### src/rtl/dbc_len_unit.sv
module dbc_len_unit #(
    parameter int CNT_W    = 17,
    parameter int LEN_T1   = 56,
    parameter int LEN_T2   = 2,
    parameter int LEN_T3   = 16,
    parameter int SIZE_OFS = 13
) (
    input  logic             clk,
    input  logic             rst_n,
    input  logic [7:0]       type_in,
    input  logic             cap_en,
    input  logic [CNT_W-1:0] pos,
    input  logic [7:0]       din,
    output logic [CNT_W-1:0] blk_len
);
    localparam logic [CNT_W-1:0] OFS_LO = CNT_W'(SIZE_OFS);
    localparam logic [CNT_W-1:0] OFS_HI = CNT_W'(SIZE_OFS + 1);

    logic [15:0] size_q;

    always_ff @(posedge clk) begin
        if (!rst_n) begin
            size_q <= '0;
        end else if (cap_en) begin
            if (pos == OFS_LO)      size_q[7:0]  <= din;
            else if (pos == OFS_HI) size_q[15:8] <= din;
        end
    end

    always_comb begin
        case (type_in)
            8'd1:    blk_len = CNT_W'(LEN_T1);
            8'd2:    blk_len = CNT_W'(LEN_T2);
            8'd3:    blk_len = CNT_W'(LEN_T3);
            8'd4:    blk_len = CNT_W'(size_q) + CNT_W'(1);
            default: blk_len = '0;
        endcase
    end
endmodule

### config.mk
export PLATFORM = sky130hd
export DESIGN_NAME = dbc_len_unit
export DESIGN_NICKNAME = d
export VERILOG_FILES = /design/src/rtl/dbc_len_unit.sv
export SDC_FILE = /design/constraint.sdc
export NUM_CORES = 1
export LEC_CHECK = 0
export BUFFER_PORTS_ARGS = -buffer_cell sky130_fd_sc_hd__buf_2
export CORE_MARGIN = 2
export CORE_UTILIZATION = 30
export CTS_BUF_LIST = sky130_fd_sc_hd__clkbuf_2
export CTS_CLUSTER_SIZE = 8
export DETAILED_ROUTE_END_ITERATION = 10
export GPL_TIMING_DRIVEN = 0
export PLACE_DENSITY_LB_ADDON = 0.2
export SLEW_MARGIN = 10
export SYNTH_ARGS = -nofsm -noshare
export SYNTH_HDL_FRONTEND = slang
export SYNTH_SLANG_ARGS = --single-unit
### constraint.sdc
create_clock -name clk -period 2.3 [get_ports clk]
set_clock_uncertainty 0.1 [all_clocks]
set_input_delay 0 -clock clk [delete_from_list [all_inputs] [get_ports clk]]
set_output_delay 0 -clock clk [all_outputs]
set_load 0.01 [all_outputs]
==> reports/results.tsv, run 1 <==
stage	metric	value	unit
clock_network	cts_buffers	3	
worst_setup_path	cp.arrival	2100	ps
floorplanning	die-height	63.8	um
clock_network	path_clk_slew	150	ps
synthesis	synth_warnings	0	
run_status	status	finished clean	
power_and_ir_drop	switching_share	0.240	
place	place_congestion	0.767	
cells_and_area	drive_above_1_share	0.322	
cells_and_area	instances_no_fill	251	
power_and_ir_drop	p_seq_frac	0.589	
synthesis	synth_fp_nets	174	
timing	period_needed	2200	ps
worst_setup_path	critPathCaptureType	primary output	
synthesis	synth-async-reset-ratio	0	
floorplanning	rows	21	
min_path	hold_path_class	input port to flop	
power_and_ir_drop	p_switching	0.000113	W
worst_setup_path	crit_required	2200	ps
power_and_ir_drop	p_clk_frac	0.265	
floorplanning	die_x	63.8	um
clock_network	cts_sinks	16	
timing	worstMarginPinSlew	432	ps
power_and_ir_drop	p_int	0.000357	W
cells_and_area	area_delta_synth_final	43.1	%
timing	slew_headroom	0.712	
cells_and_area	top_register	size_q	
synthesis	syn_area	0.00107	sq mm
timing	slew_viol_final	0	
synthesis	synth_most_common_cell	nand2_1	
global_route	grt_max_degree	11	
synthesis	synth_cell_types	32	
synthesis	ys_seq_elements	16	
timing	rsz0062_at_grt	false	
synthesis	synth_top_area_share	0.299	
synthesis	synthCells	137	
synthesis	synth_area_leaders	dfxtp_1 30%, mux2i_1 15%, nand2_1 11%	
detailed_routing	drc	0	
floorplanning	initial_utilization	0.316	
cells_and_area	largest_reg_flops	16	
cells_and_area	largestRegisters	size_q: 16 flops	
place	dp.cells	235	
synthesis	seq_area_frac_synth	0.299	
synthesis	synth.avg_cell_area	7.82	sq um
worst_setup_path	criticalPathCategory	flop to primary output	
clock_network	clk_latency	280	ps
synthesis	synth-edff-count	0	
worst_setup_path	endpoint	blk_len[15]	
floorplanning	coreArea	0.00339	sq mm
clock_network	cts_tree	done	
worst_setup_path	reg2reg_depth	2	
global_route	grt_pass1_wl	4.71	mm
worst_setup_path	timing.rr.start	size_q[11]	
timing	hold_slack	102	ps
clock_network	cts_buffer_depth	2	
timing	fmax	455	MHz
place	hpwl	2.29	mm
detailed_routing	drt.antenna.violating_nets	0	
cells_and_area	n_antenna_cell	0	
clock_network	cts-htree-levels	1	
synthesis	synth_top_cell_by_area	dfxtp_1	
worst_setup_path	timing.rr.end	size_q[11]	
detailed_routing	via_per_inst	4.71	
clock_network	clockRootBuffer	clkbuf_2	
cells_and_area	finish.net_count	243	
detailed_routing	dr_total_vias	1183	
power_and_ir_drop	ir_worst_vdd	187	uV
detailed_routing	drt-initial-drc-count	34	
detailed_routing	dr.pass1.iters	4	
power_and_ir_drop	power_leakage	0.590	nW
power_and_ir_drop	pwr-share-comb	0.146	
synthesis	synthTopCellsByCount	31 x nand2_1, 16 x dfxtp_1, 16 x mux2i_1, 11 x nor2_1, 8 x xor2_1	
detailed_routing	routedWlPerCell	11.3	um
power_and_ir_drop	pwr_density_cell	307	mW/mm^2
floorplanning	ios	53	
job	drv_cap	0	
timing	final_hold_viol_count	0	
place	io_buffers	52	
detailed_routing	wl	2.84	mm
global_route	grt_overflow_total	0	
worst_setup_path	rrSetupSlack	1470	ps
worst_setup_path	critPathLaunchType	flop	
synthesis	ys.flop_type	dfxtp_1	
global_route	grt_use_total	0.145	
floorplanning	dieArea	0.00406	sq mm
worst_setup_path	crit_fanout	5	
timing	tns	0	ps
timing	setup_viol	0	
global_route	antenna_found_initial	0	
timing	min_period_over_period	0.955	
global_route	grt_pass1_vias	1135	
worst_setup_path	startpoint	size_q[3]	
[worst min path at each step]
| stage | start | to | slack, ps | cells after the start |
|---|---|---|---|---|
| after floorplan | type_in[1] | blk_len[5] | -50 | 1 |
| after global placement | type_in[0] | blk_len[1] | 180 | 3 |
| after detailed placement | type_in[0] | blk_len[1] | 180 | 3 |
| after CTS | pos[0] | size_q[15] | 80 | 4 |
| after global routing | pos[0] | size_q[14] | 100 | 4 |
| final | pos[1] | size_q[5] | 100 | 4 |
[through the flow]
step | worst slack (ps) | cell area [sq um] | total power, W | utilization
after floorplan | 577 | 1070 | 0.000301 | -
after global placement | 446 | 1390 | 0.000335 | 0.410
after detailed placement | 410 | 1390 | 0.000337 | 0.410
after CTS | 45.6 | 1530 | 0.000478 | 0.451
after global routing | 1.90 | 1530 | 0.000492 | 0.452
final | 104 | 1530 | 0.000470 | 0.452
[power by group through the flow]
stage / sequential (W) / clock (W) / combinational, W
floorplan: 0.000283 / 0 / 0.0000173
global placement: 0.000283 / 0 / 0.0000516
detailed placement: 0.000283 / 0 / 0.0000534
CTS: 0.000277 / 0.000132 / 0.0000687
global route: 0.000277 / 0.000139 / 0.0000759
finish: 0.000277 / 0.000124 / 0.0000686
[critical path: stages (launching register included)]
cell	delay [ps]
dfxtp_1	450
nand3_2	140
or4b_4	560
or3_1	360
a21oi_1	160
buf_2	150
[repair_timing]
action                                  CTS  global route
setup buffers                             0             0
hold buffers                             12             0
hold endpoints to repair                 16             0
endpoints found under the setup margin    0             2
gates resized for setup                   0             4
[layout make-up]
cell class	count	area [sq um]
Buffer	6	25.0
Clock buffer	3	15.0
Clock inverter	1	3.75
Fill cell	352	1860
Inverter	1	3.75
Multi-Input combinational cell	114	722
Sequential cell	16	325
Tap cell	46	57.6
Timing Repair Buffer	64	380
[cell usage in the layout, fill, tap and decap left out, types with 5 or more instances in the layout]
cell type / count
buf_2: 54
dfxtp_1: 12
dlygate4sd3_1: 12
mux2i_1: 16
nand2_1: 31
nand4_1: 5
nor2_1: 11
nor3_1: 5
or3_1: 5
xor2_1: 8
[metal layers]
| metal | up-vias | routed length, um | global-route usage |
|---|---|---|---|
| met3 | 4 | 123 | 0.0194 |
| met1 | 530 | 1310 | 0.177 |
| met2 | 31 | 1380 | 0.255 |
| met5 | - | 0 | 0 |
| met4 | 0 | 29 | 0.0571 |
| li1 | 618 | - | - |
[logic make-up after synthesis]
| logic type | Yosys count | share of synthesized area |
|---|---|---|
| multiplexers | 17 | 0.160 |
| AO/OA/AOI/OAI | 7 | 0.0386 |
| flip-flops | 16 | 0.299 |
| AND/OR/NAND/NOR | 78 | 0.374 |
| buffers and inverters | 7 | 0.0269 |
| adder cells (fa/ha/maj) | 1 | 0.0117 |
| XOR/XNOR | 11 | 0.0900 |
Note: power is estimated with default switching activity, not from simulation.
==> inputs of run 2 (changes only) <==
- PLACE_DENSITY: unset -> 0.62
- PLACE_DENSITY_LB_ADDON: 0.2 -> unset
==> reports/results.tsv, run 2 (synthesis gave the netlist of run 1 again) <==
stage	metric	value	unit	change
detailed_routing	route.met3.wl	129	um	was 123 um
clock_network	clk_latency	260	ps	was 280 ps
worst_setup_path	critPathLaunchType	flop		unchanged
cells_and_area	final_common_cell	buf_2		unchanged
timing	tns	0	ps	unchanged
global_route	grt_overflow_total	0		unchanged
power_and_ir_drop	pwr_density_cell	301	mW/mm^2	was 307 mW/mm^2
detailed_routing	routedWlPerCell	10.5	um	was 11.3 um
detailed_routing	drc	0		unchanged
worst_setup_path	critPathCaptureType	primary output		unchanged
cells_and_area	design_area	0.00153	sq mm	about the same
worst_setup_path	criticalPathCategory	flop to primary output		unchanged
cells_and_area	largestRegisters	size_q: 16 flops		unchanged
detailed_routing	top_layer_used	met4		unchanged
cells_and_area	area_delta_synth_final	42.4	%	was 43.1%
clock_network	path_clk_slew	140	ps	was 150 ps
detailed_routing	dr_total_vias	1158		was 1183
worst_setup_path	crit_required	2200	ps	about the same
timing	slew_viol_final	0		unchanged
power_and_ir_drop	ir_worst_vdd	155	uV	was 187 uV
timing	worstMarginPinSlew	422	ps	was 432 ps
floorplanning	initial_utilization	0.316		unchanged
clock_network	cts_buffer_depth	2		unchanged
power_and_ir_drop	power_leakage	0.587	nW	was 0.590 nW
detailed_routing	wl_met1	1.26	mm	was 1.31 mm
place	hpwl	2.12	mm	was 2.29 mm
worst_setup_path	crit_fanout	5		unchanged
floorplanning	rows	21		unchanged
detailed_routing	routed-wl-met2	1.20	mm	was 1.38 mm
clock_network	clockRootBuffer	clkbuf_2		unchanged
detailed_routing	wl	2.61	mm	was 2.84 mm
clock_network	cts_buffers	3		unchanged
place	place_congestion	0.777		was 0.767
timing	min_period_over_period	0.941		was 0.955
detailed_routing	dr.pass1.iters	4		unchanged
timing	fmax	462	MHz	was 455 MHz
cells_and_area	drive_above_1_share	0.309		was 0.322
timing	setup_viol	0		unchanged
global_route	grt_use_total	0.141		was 0.145
cells_and_area	final_cell_mix	54 x buf_2, 31 x nand2_1, 16 x mux2i_1		unchanged
floorplanning	dieArea	0.00406	sq mm	unchanged
job	drv_cap	0		unchanged
cells_and_area	n_fill_cell	355		was 352
clock_network	cts-htree-levels	1		unchanged
min_path	hold_path_class	input port to flop		unchanged
global_route	grt_max_degree	11		unchanged
global_route	grt_pass1_wl	4.69	mm	was 4.71 mm
timing	rsz0062_at_grt	false		unchanged
detailed_routing	drt-initial-drc-count	22		was 34
timing	period_needed	2160	ps	was 2200 ps
clock_network	cts_sinks	16		unchanged
place	io_buffers	52		unchanged
timing	final_hold_viol_count	0		unchanged
detailed_routing	drt.antenna.violating_nets	0		unchanged
cells_and_area	top_register	size_q		unchanged
clock_network	post-cts-setup-buffers	0		unchanged
detailed_routing	via_per_inst	4.63		was 4.71
timing	slew_headroom	0.718		was 0.712
cells_and_area	finish.net_count	243		unchanged
global_route	antenna_found_initial	0		unchanged
floorplanning	ios	53		unchanged
global_route	grt_pass1_vias	1094		was 1135
clock_network	cts_tree	done		unchanged
worst_setup_path	cp.arrival	2060	ps	was 2100 ps
cells_and_area	largest_reg_flops	16		unchanged
floorplanning	die_x	63.8	um	unchanged
floorplanning	die-height	63.8	um	unchanged
run_status	status	finished clean		unchanged
floorplanning	coreArea	0.00339	sq mm	unchanged
place	placed_area	0.00139	sq mm	unchanged
cells_and_area	n_antenna_cell	0		unchanged
## run 2: cell count changes in the layout (fill, tap and decap cells not counted)
cell      change
dfxtp_2       -3
clkinv_1      -1
dfxtp_1       +3
## run 2: cell type report
class | count | area, sq um | area share
multi-input combinational | 114 | 722 | 0.473
clock buffer | 3 | 15.0 | 0.00984
tap | 46 | 57.6 | 0.0377
sequential | 16 | 322 | 0.211
buffer | 6 | 25.0 | 0.0164
timing repair buffer | 64 | 380 | 0.249
inverter | 1 | 3.75 | 0.00246
## run 2: repair_timing
| item | in CTS | in global routing |
|---|---|---|
| hold buffers | 12 | 0 |
| gates resized for setup | 0 | 1 |
| endpoints found under the setup margin | 0 | 2 |
| endpoints found under the hold margin | 16 | 0 |
## run 2: critical path: stages (launching register included)
cell and delay, ps:
dfxtp_1 460, nand3_2 140, or4b_4 570, or3_1 360, a21oi_1 140, buf_2 140
## run 2: routing by layer
layer / GRT usage / vias up
met5: 0 / -
met4: 0.0489 / 0
met3: 0.0194 / 2
met2: 0.253 / 31
met1: 0.173 / 504
li1: - / 621
## run 2: through the flow
step / hold slack [ps] / setup slack [ps] / util / instances / total power (W)
after floorplan: -54.0 / 577 / - / 137 / 0.000301
after global placement: 179 / 428 / 0.410 / 235 / 0.000336
after detailed placement: 176 / 424 / 0.410 / 235 / 0.000336
after CTS: 105 / 91.6 / 0.450 / 250 / 0.000464
after global routing: 114 / 3.09 / 0.450 / 250 / 0.000484
final: 115 / 137 / 0.450 / 250 / 0.000459
## run 2: path summary, 6_finish.rpt
path / startpoint / end / slack, ps / cells after the start
setup reg to reg: size_q[4] / size_q[4] / 1480 / 2
hold / removal: pos[0] / size_q[12] / 120 / 4
setup / recovery: size_q[3] / blk_len[13] / 140 / 5
hold reg to reg: size_q[15] / size_q[15] / 400 / 2
## run 2: where the power goes
group          switching (W)  leakage, nW  internal (W)   total, W
Clock              0.0000768       0.0125     0.0000356   0.000112
Combinational      0.0000268        0.445     0.0000423  0.0000691
Sequential     0.00000000153        0.129      0.000277   0.000277
==> inputs of run 3 (changes only) <==
- TNS_END_PERCENT: unset -> 20
- clock period: 2.3 -> 2.1 ns (I/O delays scaled with it)
==> reports/results.tsv, run 3 (synthesis gave the netlist of run 1 again) <==
stage	metric	value	unit	change
run_status	status	finished clean		unchanged
clock_network	cts-htree-levels	1		unchanged
timing	rsz0062_at_grt	true		was false
global_route	antenna_found_initial	0		unchanged
clock_network	cts_sinks	16		unchanged
power_and_ir_drop	p_int	0.000381	W	was 0.000355 W
floorplanning	initial_utilization	0.316		unchanged
cells_and_area	n_fill_cell	349		was 355
cells_and_area	drive_above_1_share	0.389		was 0.309
min_path	hold_depth	4		unchanged
place	place_ws	224	ps	was 424 ps
timing	min_period_over_period	0.973		
min_path	hp-start	pos[1]		was pos[0]
global_route	grt_use_total	0.146		was 0.141
power_and_ir_drop	ir_worst_vdd	156	uV	was 155 uV
power_and_ir_drop	power_leakage	0.635	nW	was 0.587 nW
floorplanning	coreArea	0.00339	sq mm	unchanged
timing	period_needed	2040	ps	
cells_and_area	final_cell_mix	54 x buf_2, 31 x nand2_1, 16 x mux2i_1		unchanged
clock_network	cts_buffer_depth	2		unchanged
worst_setup_path	timing.rr.start	size_q[6]		was size_q[4]
global_route	grt_pass1_wl	4.79	mm	was 4.69 mm
worst_setup_path	rrSetupSlack	1240	ps	was 1480 ps
clock_network	cts_buffers	3		unchanged
cells_and_area	largestRegisters	size_q: 16 flops		unchanged
floorplanning	die_x	63.8	um	unchanged
worst_setup_path	slowest_stage	or4b_4		unchanged
worst_setup_path	critPathCaptureType	primary output		unchanged
cells_and_area	instances_no_fill	257		was 250
place	place_congestion	0.777		unchanged
power_and_ir_drop	switching_share	0.232		was 0.226
timing	final_hold_viol_count	0		unchanged
clock_network	clockRootBuffer	clkbuf_2		unchanged
floorplanning	die-height	63.8	um	unchanged
timing	hold_slack	107	ps	was 115 ps
global_route	grt_max_degree	11		unchanged
clock_network	cts_tree	done		unchanged
clock_network	clk_latency	270	ps	was 260 ps
power_and_ir_drop	p_switching	0.000115	W	was 0.000104 W
timing	worstMarginPinSlew	419	ps	was 422 ps
floorplanning	ios	53		unchanged
cells_and_area	fin_util	0.475		was 0.450
floorplanning	rows	21		unchanged
detailed_routing	drt.antenna.violating_nets	0		unchanged
floorplanning	dieArea	0.00406	sq mm	unchanged
detailed_routing	wl	2.83	mm	was 2.61 mm
detailed_routing	dr.pass1.iters	4		unchanged
detailed_routing	drc	0		unchanged
timing	slew_headroom	0.720		was 0.718
min_path	hold_path_class	input port to flop		unchanged
worst_setup_path	criticalPathCategory	flop to primary output		unchanged
global_route	grt_pass1_vias	1113		was 1094
cells_and_area	top_register	size_q		unchanged
cells_and_area	final_common_cell	buf_2		unchanged
timing	fmax	489	MHz	
clock_network	path_clk_slew	140	ps	about the same
timing	setup_viol	0		unchanged
detailed_routing	routedWlPerCell	11.0	um	was 10.5 um
detailed_routing	drt-initial-drc-count	35		was 22
job	drv_cap	0		unchanged
worst_setup_path	critPathLaunchType	flop		unchanged
place	io_buffers	52		unchanged
power_and_ir_drop	p_clk_frac	0.251		was 0.245
cells_and_area	finish.net_count	250		was 243
detailed_routing	via_per_inst	4.74		was 4.63
worst_setup_path	crit_fanout	5		unchanged
detailed_routing	dr_total_vias	1218		was 1158
timing	worst_slack	57.0	ps	was 137 ps
worst_setup_path	cp.arrival	1940	ps	was 2060 ps
place	hpwl	2.12	mm	unchanged
worst_setup_path	timing.rr.end	size_q[6]		was size_q[4]
cells_and_area	area_delta_synth_final	50.2	%	was 42.4%
place	dp.cells	235		unchanged
power_and_ir_drop	p_seq_frac	0.596		was 0.604
worst_setup_path	cpPeakStageDelay	560	ps	was 570 ps
power_and_ir_drop	pwr_density_cell	308	mW/mm^2	was 301 mW/mm^2
worst_setup_path	reg2reg_depth	3		was 2
timing	tns	0	ps	unchanged
global_route	grt_overflow_total	0		unchanged
worst_setup_path	crit_required	2000	ps	was 2200 ps
power_and_ir_drop	pwr-share-comb	0.153		was 0.151
cells_and_area	n_antenna_cell	0		unchanged
timing	slew_viol_final	0		unchanged
min_path	hold_end	size_q[7]		was size_q[12]
cells_and_area	largest_reg_flops	16		unchanged
worst_setup_path	cp_cell_sequence	nand4_1 -> or4b_4 -> or3_1 -> a21oi_1 -> buf_2		was nand3_2 -> or4b_4 -> or3_1 -> a21oi_1 -> buf_2
==> run 3: cell count changes in the layout (fill, tap and decap cells not counted), sizes merged <==
| cell | change |
|---|---|
| buf | +7 |
==> run 3: worst max-delay path by stage <==
stage                     slack (ps)       from           to  depth (start not counted)
after floorplan                  380  size_q[2]  blk_len[13]                          4
after global placement           230  size_q[5]  blk_len[15]                          5
after detailed placement         220  size_q[5]  blk_len[15]                          5
after CTS                          4  size_q[3]  blk_len[15]                          5
after global routing             -50  size_q[7]  blk_len[13]                          5
final                             60  size_q[5]  blk_len[13]                          5
==> run 3: power groups by stage <==
| stage | registers [W] | logic [W] | clock network [W] |
|---|---|---|---|
| after floorplan | 0.000310 | 0.0000190 | 0 |
| after global placement | 0.000310 | 0.0000583 | 0 |
| after detailed placement | 0.000310 | 0.0000583 | 0 |
| after CTS | 0.000297 | 0.0000755 | 0.000129 |
| after global routing | 0.000296 | 0.0000844 | 0.000147 |
| final | 0.000296 | 0.0000757 | 0.000125 |
==> run 3: metrics by stage <==
step,area (sq um),total power [W]
finish,1610,0.000496
global route,1610,0.000527
CTS,1560,0.000502
detailed placement,1390,0.000369
global placement,1390,0.000369
floorplan,1070,0.000329
==> run 3: cell type report <==
class                   instances  area [sq um]  area share
multi-input cells             114           724       0.450
repair buffers                 71           433       0.269
flip-flops and latches         16           349       0.217
well taps                      46          57.6      0.0358
plain buffers                   6          26.3      0.0163
clock buffers                   3          15.0     0.00933
inverters                       1          3.75     0.00233
==> run 3: what timing repair did <==
| action | CTS | global route |
|---|---|---|
| endpoints found under the hold margin | 16 | 0 |
| resized for setup | 17 | 2 |
| setup endpoints to repair | 2 | 6 |
| buffers inserted | 1 | 6 |
| hold buffers | 12 | 0 |
| pin swaps | 0 | 6 |
==> run 3: critical path, delay by kind of cell, from the launching register on <==
family	cells	cell delay [ps]
AO/OA/AOI/OAI	1	120
buffers and inverters	1	140
flip-flops	1	400
AND/OR/NAND/NOR	3	1010
==> run 3: routing by layer <==
layer / up-vias / routed length (um) / GRT usage / share of wire
li1: 637 / - / - / -
met1: 548 / 1300 / 0.176 / 0.46
met2: 31 / 1360 / 0.264 / 0.48
met3: 2 / 140 / 0.0194 / 0.049
met4: 0 / 27 / 0.0489 / 0.0095
met5: - / 0 / 0 / 0
